--- src/rtl/hsa_pkg.sv ---
package hsa_pkg;
    localparam int unsigned DEF_CORES = 16;

    typedef enum logic {
        ROT_FIXED = 1'b0,
        ROT_TOP   = 1'b1
    } rot_mode_e;

    function automatic rot_mode_e mode_from_flag(input logic flag);
        return flag ? ROT_TOP : ROT_FIXED;
    endfunction
endpackage

--- src/rtl/hsa_top_encoder.sv ---
module hsa_top_encoder #(
    parameter int unsigned NCORES = hsa_pkg::DEF_CORES,
    localparam int unsigned IDXW  = $clog2(NCORES)
) (
    input  logic [NCORES-1:0] active_i,
    output logic [IDXW-1:0]   top_o,
    output logic              any_o
);
    // Scan upward; the last set bit seen is the highest one.
    always_comb begin
        top_o = '0;
        for (int i = 0; i < NCORES; i++) begin
            if (active_i[i]) top_o = IDXW'(i);
        end
    end

    assign any_o = |active_i;
endmodule

--- src/rtl/hsa_rotation_ctl.sv ---
module hsa_rotation_ctl
    import hsa_pkg::*;
#(
    parameter int unsigned NCORES = DEF_CORES,
    localparam int unsigned IDXW  = $clog2(NCORES),
    localparam logic [IDXW-1:0] LAST_SLOT = IDXW'(NCORES - 1)
) (
    input  logic            clk,
    input  logic            rst,
    input  logic            enable_i,
    input  logic [IDXW-1:0] top_i,
    output logic [IDXW-1:0] slot_o,
    output logic [IDXW-1:0] limit_o,
    output rot_mode_e       mode_o
);
    logic [IDXW-1:0] slot_q;
    rot_mode_e       mode_q;
    logic            wrap;

    // The rotation in progress uses the latched mode but the live top.
    assign limit_o = (mode_q == ROT_TOP) ? top_i : LAST_SLOT;

    // Using >= lets a count stranded above a lowered top wrap at once.
    assign wrap = (slot_q >= limit_o);

    always_ff @(posedge clk) begin
        if (rst) begin
            slot_q <= '0;
            mode_q <= ROT_FIXED;
        end else if (wrap) begin
            slot_q <= '0;
            mode_q <= mode_from_flag(enable_i);
        end else begin
            slot_q <= slot_q + 1'b1;
        end
    end

    assign slot_o = slot_q;
    assign mode_o = mode_q;
endmodule

--- src/rtl/hsa_grant_gate.sv ---
module hsa_grant_gate #(
    parameter int unsigned NCORES = hsa_pkg::DEF_CORES,
    localparam int unsigned IDXW  = $clog2(NCORES)
) (
    input  logic [IDXW-1:0] slot_i,
    input  logic [IDXW-1:0] limit_i,
    input  logic            any_i,
    output logic            valid_o
);
    assign valid_o = any_i && (slot_i <= limit_i);
endmodule

--- src/rtl/hub_topcore_arbiter.sv ---
module hub_topcore_arbiter
    import hsa_pkg::*;
#(
    parameter int unsigned NCORES = DEF_CORES,
    localparam int unsigned IDXW  = $clog2(NCORES)
) (
    input  logic              clk,
    input  logic              rst,
    input  logic [NCORES-1:0] active_i,
    input  logic              enable_i,
    output logic [IDXW-1:0]   grant_idx_o,
    output logic              grant_valid_o
);
    logic [IDXW-1:0] top_idx;
    logic            any_active;
    logic [IDXW-1:0] slot;
    logic [IDXW-1:0] limit;
    rot_mode_e       rot_mode;
    logic            dyn_mode;

    hsa_top_encoder #(.NCORES(NCORES)) u_enc (
        .active_i (active_i),
        .top_o    (top_idx),
        .any_o    (any_active)
    );

    hsa_rotation_ctl #(.NCORES(NCORES)) u_rot (
        .clk      (clk),
        .rst      (rst),
        .enable_i (enable_i),
        .top_i    (top_idx),
        .slot_o   (slot),
        .limit_o  (limit),
        .mode_o   (rot_mode)
    );

    hsa_grant_gate #(.NCORES(NCORES)) u_gate (
        .slot_i  (slot),
        .limit_i (limit),
        .any_i   (any_active),
        .valid_o (grant_valid_o)
    );

    assign grant_idx_o = slot;
    assign dyn_mode    = (rot_mode == ROT_TOP);
endmodule

--- config.mk ---
export PLATFORM = sky130hd
export DESIGN_NAME = hub_topcore_arbiter
export DESIGN_NICKNAME = d
export VERILOG_FILES = /design/src/rtl/hsa_pkg.sv /design/src/rtl/hsa_top_encoder.sv /design/src/rtl/hsa_rotation_ctl.sv /design/src/rtl/hsa_grant_gate.sv /design/src/rtl/hub_topcore_arbiter.sv
export SDC_FILE = /design/constraint.sdc
export NUM_CORES = 1
export LEC_CHECK = 0
export BUFFER_PORTS_ARGS = -buffer_cell sky130_fd_sc_hd__buf_4
export CAP_MARGIN = 15
export CORE_AREA = 2 2 39 41
export CTS_CLUSTER_SIZE = 25
export DETAILED_ROUTE_END_ITERATION = 16
export DIE_AREA = 0 0 41 43
export GPL_TIMING_DRIVEN = 0
export PLACE_DENSITY = 0.61
export SLEW_MARGIN = 20
export SYNTH_ARGS = -nofsm -noshare
export SYNTH_HDL_FRONTEND = slang
export SYNTH_SLANG_ARGS = --single-unit
--- constraint.sdc ---
create_clock -name clk -period 2.8 [get_ports clk]
set_input_delay 0.14 -clock clk [delete_from_list [all_inputs] [get_ports clk]]
set_output_delay 0.14 -clock clk [all_outputs]
set_load 0.02 [all_outputs]
==> out/results.tsv, run 1 <==
stage	metric	value	unit
die	total core area	1380	um^2
finish	filler instances	147	
timing	Slew Viols, Final	0	
critical_path	startpoint types	flop	
placement	dpl ws	284	ps
finish	Multi-input gate area	335	um^2
die	# rows	14	
outcome	status	complete, no violations	
clocking	clk_lat worst skew	240	ps
critical_path	CP Launch Point	u_rot.mode_o	
logic_synthesis	Netlist Area Pre-Place	458	um^2
route	Wirelength per Cell	10.8	um
grt	Overflow after GRT	0	
logic_synthesis	FF+latch count, synth	5	
route	final WL	1110	um
route	DR DRC count	0	
clocking	Worst-path clk slew	40	ps
critical_path	Arrival @ worst endpoint	2410	ps
critical_path	crit path capture type	output pin	
timing	final setup skew	1.38	ps
die	I/O Pins	24	
power_and_ir_drop	switching share of power	0.274	
route	drt first pass iters	2	
timing	Final setup viols	0	
power_and_ir_drop	Comb pwr share	0.260	
critical_path	critical setup path kind	flop to output pin	
finish	Final nets	112	
die	Initial Util	0.331	
power_and_ir_drop	sequential share of power	0.360	
critical_path	Critical Path Fanout Max	3	
finish	share of cells above drive strength 1	0.356	
placement	hpwl dp	922	um
placement	GPL Wtd Cong	0.716	
logic_synthesis	register area share after synthesis	0.219	
clocking	H-tree level count	1	
critical_path	Crit path required time	2660	ps
timing	Sum Neg Setup Slack	0	ps
timing	pin slew with the least headroom to its limit	417	ps
clocking	CTS sink cnt	5	
clocking	Clock Root Buffer	clkbuf_4	
clocking	CTS max path bufs	2	
timing	Final WS setup	249	ps
grt	antenna violations before repair	0	
finish	Ant. Diodes	0	
critical_path	Reg2Reg Setup Slack	440	ps
critical_path	Reg2Reg Depth	8	
hold_path	hold crit path type	input pin to flop	
grt	vias in the first global route	455	
grt	global-route wire length before repair	1680	um
finish	FF/Latch Area	100	um^2
clocking	CTS Buf Count	3	
power_and_ir_drop	Clock Power Share	0.381	
route	Post-DRT Antenna Nets	0	
run	max_cap viols	0	
timing	RSZ-0062 raised after global routing	false	
route	drt first-iter violations	2	
clocking	post-CTS sizing	0	
finish	Area Overhead vs Synth	47.8	%
hold_path	worst hold path endpoint	u_rot.mode_o	
hold_path	Hold Path Stages	2	
grt	Global Route Usage Sum	0.145	
placement	DP Cell Count	99	
logic_synthesis	Yosys cell types	26	
timing	Max-slew headroom	0.722	
die	Chip Width	41	um
die	Die Y-Extent	43	um
route	Via density	4.96	
logic_synthesis	YS warnings	0	
power_and_ir_drop	NetSw	60.7	uW
logic_synthesis	Syn Nets	84	
critical_path	Critical R2R Capture	u_rot.mode_o	
placement	I/O Buffers	23	
route	vias	511	
power_and_ir_drop	power density cells	327	nW/um^2
die	die area	1760	um^2
timing	Max Clk Rate	0.392	GHz
clocking	CTS tree	yes	
clocking	Setup Fix Bufs, Post-CTS	0	
finish	non-filler instance count after layout	103	
timing	fin crit period	2550	ps
timing	Final Cycle Share	0.911	
logic_synthesis	Mapped Cells	60	
logic_synthesis	Mapped Avg Cell Area	7.63	um^2
timing	Fin. Hold Viols	0	
power_and_ir_drop	leakage	0.000328	uW
power_and_ir_drop	P_int	160	uW
grt	largest net degree at the start of global routing	6	
power_and_ir_drop	Peak VDD IR	227	uV
critical_path	reg-to-reg startpoint	u_rot.mode_o	
hold_path	Min-Delay Startpoint	rst	
clocking	hold buffers post-CTS	0	
==> synth_stat cells <==
master / instances / share of area
dfxtp_1: 5 / 0.22
a21o_2: 1 / 0.019
o311ai_0: 1 / 0.019
a221oi_1: 1 / 0.019
nor2b_1: 2 / 0.027
and3_2: 1 / 0.016
ha_1: 5 / 0.14
or3_1: 1 / 0.014
nor4_2: 1 / 0.027
o21ai_0: 1 / 0.011
a21oi_1: 4 / 0.044
nand2_1: 2 / 0.016
or4_4: 1 / 0.025
xor2_1: 1 / 0.019
a211o_1: 1 / 0.019
mux2i_1: 1 / 0.022
inv_1: 6 / 0.049
nor3_1: 4 / 0.044
a221o_1: 1 / 0.022
a211oi_1: 1 / 0.016
or3_4: 1 / 0.025
nor4_1: 2 / 0.027
nand3_1: 2 / 0.022
nand2b_1: 3 / 0.041
nor2_1: 10 / 0.082
xnor2_1: 1 / 0.019
==> how the worst max path moves through the flow <==
stage / endpoint / cells after the start
final: grant_valid_o / 8
after detailed placement: u_rot.mode_o / 9
after global routing: grant_valid_o / 8
after global placement: u_rot.slot_o[3] / 9
after CTS: grant_valid_o / 8
after floorplan: grant_valid_o / 7
==> power groups by stage <==
stage	sequential (uW)	combinational, uW	clock [uW]
6_report	79.5	57.4	84.1
3_3_place_gp	81.0	56.4	0
2_1_floorplan	84.8	18.6	0
5_1_grt	80.6	63.6	92.8
3_5_place_dp	80.8	57.5	0
4_1_cts	79.7	58.0	88.1
==> layout make-up <==
type	count	area share
Multi-Input combinational cell	49	0.495
Timing Repair Buffer	23	0.255
Sequential cell	5	0.148
Clock buffer	4	0.0388
Inverter	6	0.0333
Tap cell	16	0.0296
==> layer usage <==
| layer | up-vias | part of all wire | global-route usage |
|---|---|---|---|
| met5 | - | 0 | 0 |
| met1 | 214 | 0.46 | 0.168 |
| met2 | 22 | 0.42 | 0.213 |
| met4 | 0 | 0.025 | 0.120 |
| met3 | 3 | 0.092 | 0.0314 |
| li1 | 272 | - | - |
==> logic make-up (layout without fill, tap and decap cells) <==
group | after synthesis | in the layout | synth area share
AND/OR/NAND/NOR | 30 | 30 | 0.366
AO/OA/AOI/OAI | 11 | 11 | 0.169
buffers and inverters | 6 | 33 | 0.0492
adder cells (fa/ha/maj) | 5 | 5 | 0.137
flip-flops | 5 | 5 | 0.219
XOR/XNOR | 2 | 2 | 0.0383
multiplexers | 1 | 1 | 0.0219
==> state kept, by name, indices dropped and copies added, names as in the netlist <==
register	count
u_rot.slot_o	4
u_rot.mode_o	1
==> critical path, cell delays in order (launching register included) <==
cell and delay, ps:
dfxtp_1 320, inv_1 50, or3_1 410, nor4_1 230, ha_1 300, a21o_2 230
a221o_1 330, a21oi_1 130, buf_4 160
==> cell usage in the layout, fill, tap and decap left out, drive strengths merged <==
cell type and n:
a211oi 1, nand2b 3, xnor2 1, a21oi 4
nor2b 2, nand3 2, nor4 3, mux2i 1
nand2 2, o21ai 1, nor2 10, or3 2
clkbuf 4, a221oi 1, nor3 4, buf 23
o311ai 1, ha 5, xor2 1, dfxtp 5
a211o 1, or4 1, inv 6, a21o 1
a221o 1, and3 1
==> per-stage QoR <==
stage	util	total power, uW	instance area (um^2)	hold WS, ps
after floorplan	-	103	458	212
after global placement	0.470	137	651	306
after detailed placement	0.470	138	651	309
after CTS	0.489	226	677	47.5
after global routing	0.489	237	677	53.2
final	0.489	221	677	54.8
Note: power is estimated with default switching activity, not from simulation.
==> inputs of run 2 (changes only) <==
--- a/config.mk
+++ b/config.mk
@@ -8,6 +8,7 @@
 export BUFFER_PORTS_ARGS = -buffer_cell sky130_fd_sc_hd__buf_4
 export CAP_MARGIN = 15
 export CORE_AREA = 2 2 39 41
+export CTS_BUF_LIST = sky130_fd_sc_hd__clkbuf_16
 export CTS_CLUSTER_SIZE = 25
 export DETAILED_ROUTE_END_ITERATION = 16
 export DIE_AREA = 0 0 41 43
==> out/results.tsv, run 2 (same netlist as run 1, synthesis figures left out) <==
stage	metric	value	unit
outcome	status	complete, no violations	
timing	Sum Neg Setup Slack	0	ps
timing	Final Cycle Share	0.903	
hold_path	Min-Delay Startpoint	rst	
finish	Ant. Diodes	0	
critical_path	reg-to-reg startpoint	u_rot.mode_o	
finish	non-filler instance count after layout	103	
critical_path	startpoint types	flop	
timing	Final WS setup	273	ps
critical_path	max incr delay on CP	410	ps
timing	Max Clk Rate	0.396	GHz
timing	Hold WS	80.4	ps
placement	hpwl dp	922	um
critical_path	Buf+Inv Stages, Crit Path	2	
route	drt first pass iters	2	
die	Chip Width	41	um
critical_path	crit path capture type	output pin	
clocking	CTS Buf Count	3	
hold_path	hold crit path type	input pin to flop	
route	DR DRC count	0	
finish	share of cells above drive strength 1	0.356	
finish	max FFs per register	4	
route	final WL	1160	um
grt	Global Route Usage Sum	0.149	
grt	vias in the first global route	449	
critical_path	CP max stage cell	or3_1	
clocking	CTS sink cnt	5	
clocking	hold buffers post-CTS	0	
clocking	H-tree level count	1	
clocking	CTS tree	yes	
finish	filler instances	144	
die	total core area	1380	um^2
clocking	post-CTS sizing	0	
power_and_ir_drop	Peak VDD IR	409	uV
critical_path	Arrival @ worst endpoint	2390	ps
finish	Final nets	112	
placement	I/O Buffers	23	
clocking	Clock Root Buffer	clkbuf_16	
die	Die Y-Extent	43	um
route	Wirelength per Cell	11.2	um
timing	RSZ-0062 raised after global routing	false	
grt	largest net degree at the start of global routing	6	
route	Post-DRT Antenna Nets	0	
timing	pin slew with the least headroom to its limit	413	ps
finish	Area Overhead vs Synth	59.3	%
critical_path	CP Launch Point	u_rot.mode_o	
die	Initial Util	0.331	
clocking	Worst-path clk slew	30	ps
finish	commonest cells after routing, fill and taps aside	23 x buf_4, 10 x nor2_1, 7 x inv_1, 5 x ha_1, 5 x dfxtp_1	
timing	fin crit period	2530	ps
run	max_cap viols	0	
die	I/O Pins	24	
timing	Max-slew headroom	0.725	
grt	global-route wire length before repair	1700	um
placement	DP Cell Count	99	
route	Via density	4.99	
critical_path	critical setup path kind	flop to output pin	
critical_path	Critical Path Fanout Max	3	
route	vias	514	
timing	Fin. Hold Viols	0	
grt	antenna violations before repair	0	
clocking	CTS max path bufs	2	
power_and_ir_drop	leakage	0.000356	uW
critical_path	CP top delay family	compound AO/OA/AOI/OAI gates	
critical_path	Crit path required time	2660	ps
die	# rows	14	
clocking	Setup Fix Bufs, Post-CTS	0	
die	die area	1760	um^2
placement	dpl ws	284	ps
route	drt first-iter violations	2	
finish	commonest non-fill, non-tap cell in the layout	buf_4	
critical_path	Cell Chain, Critical Path	inv_1 -> or3_1 -> nor4_1 -> ha_1 -> a21o_2 -> a221o_1 -> a21oi_1 -> buf_4	
clocking	clk_lat worst skew	230	ps
timing	final setup skew	0.249	ps
timing	Slew Viols, Final	0	
grt	Overflow after GRT	0	
timing	Final setup viols	0	
placement	GPL Wtd Cong	0.716	
power_and_ir_drop	power density cells	506	nW/um^2
-- run 2: changes by cell type in the layout (fill, tap and decap cells not counted) --
cell and change:
clkbuf_16 +3, clkbuf_4 -3, clkbuf_1 -1, inv_1 +1
-- run 2: report_power, final --
group | switching [uW] | internal, uW
Combinational | 26.3 | 31.2
Clock | 46.6 | 185
Sequential | 4.35 | 75.5
-- run 2: per-stage QoR --
| step | utilization | area [um^2] | power (uW) |
|---|---|---|---|
| after CTS | 0.527 | 729 | 373 |
| after global placement | 0.470 | 651 | 137 |
| after floorplan | - | 458 | 103 |
| after detailed placement | 0.470 | 651 | 138 |
| final | 0.527 | 729 | 369 |
| after global routing | 0.527 | 729 | 386 |
-- run 2: area by class of cell --
class / count / area [um^2] / area share
timing repair buffer: 23 / 173 / 0.237
sequential: 5 / 100 / 0.137
multi-input combinational: 49 / 335 / 0.460
clock inverter: 1 / 3.75 / 0.00515
inverter: 6 / 22.5 / 0.0309
tap: 16 / 20.0 / 0.0274
clock buffer: 3 / 75.1 / 0.103
-- run 2: final timing paths --
| check | to | slack (ps) | cells after the start |
|---|---|---|---|
| hold reg to reg | u_rot.slot_o[0] | 470 | 1 |
| setup / recovery | grant_valid_o | 270 | 8 |
| hold / removal | u_rot.mode_o | 80 | 2 |
| setup reg to reg | u_rot.mode_o | 430 | 8 |
-- run 2: metal layers --
layer | share of wire | GRT usage
met1 | 0.46 | 0.172
met2 | 0.40 | 0.213
met3 | 0.099 | 0.0314
met4 | 0.035 | 0.140
met5 | 0 | 0
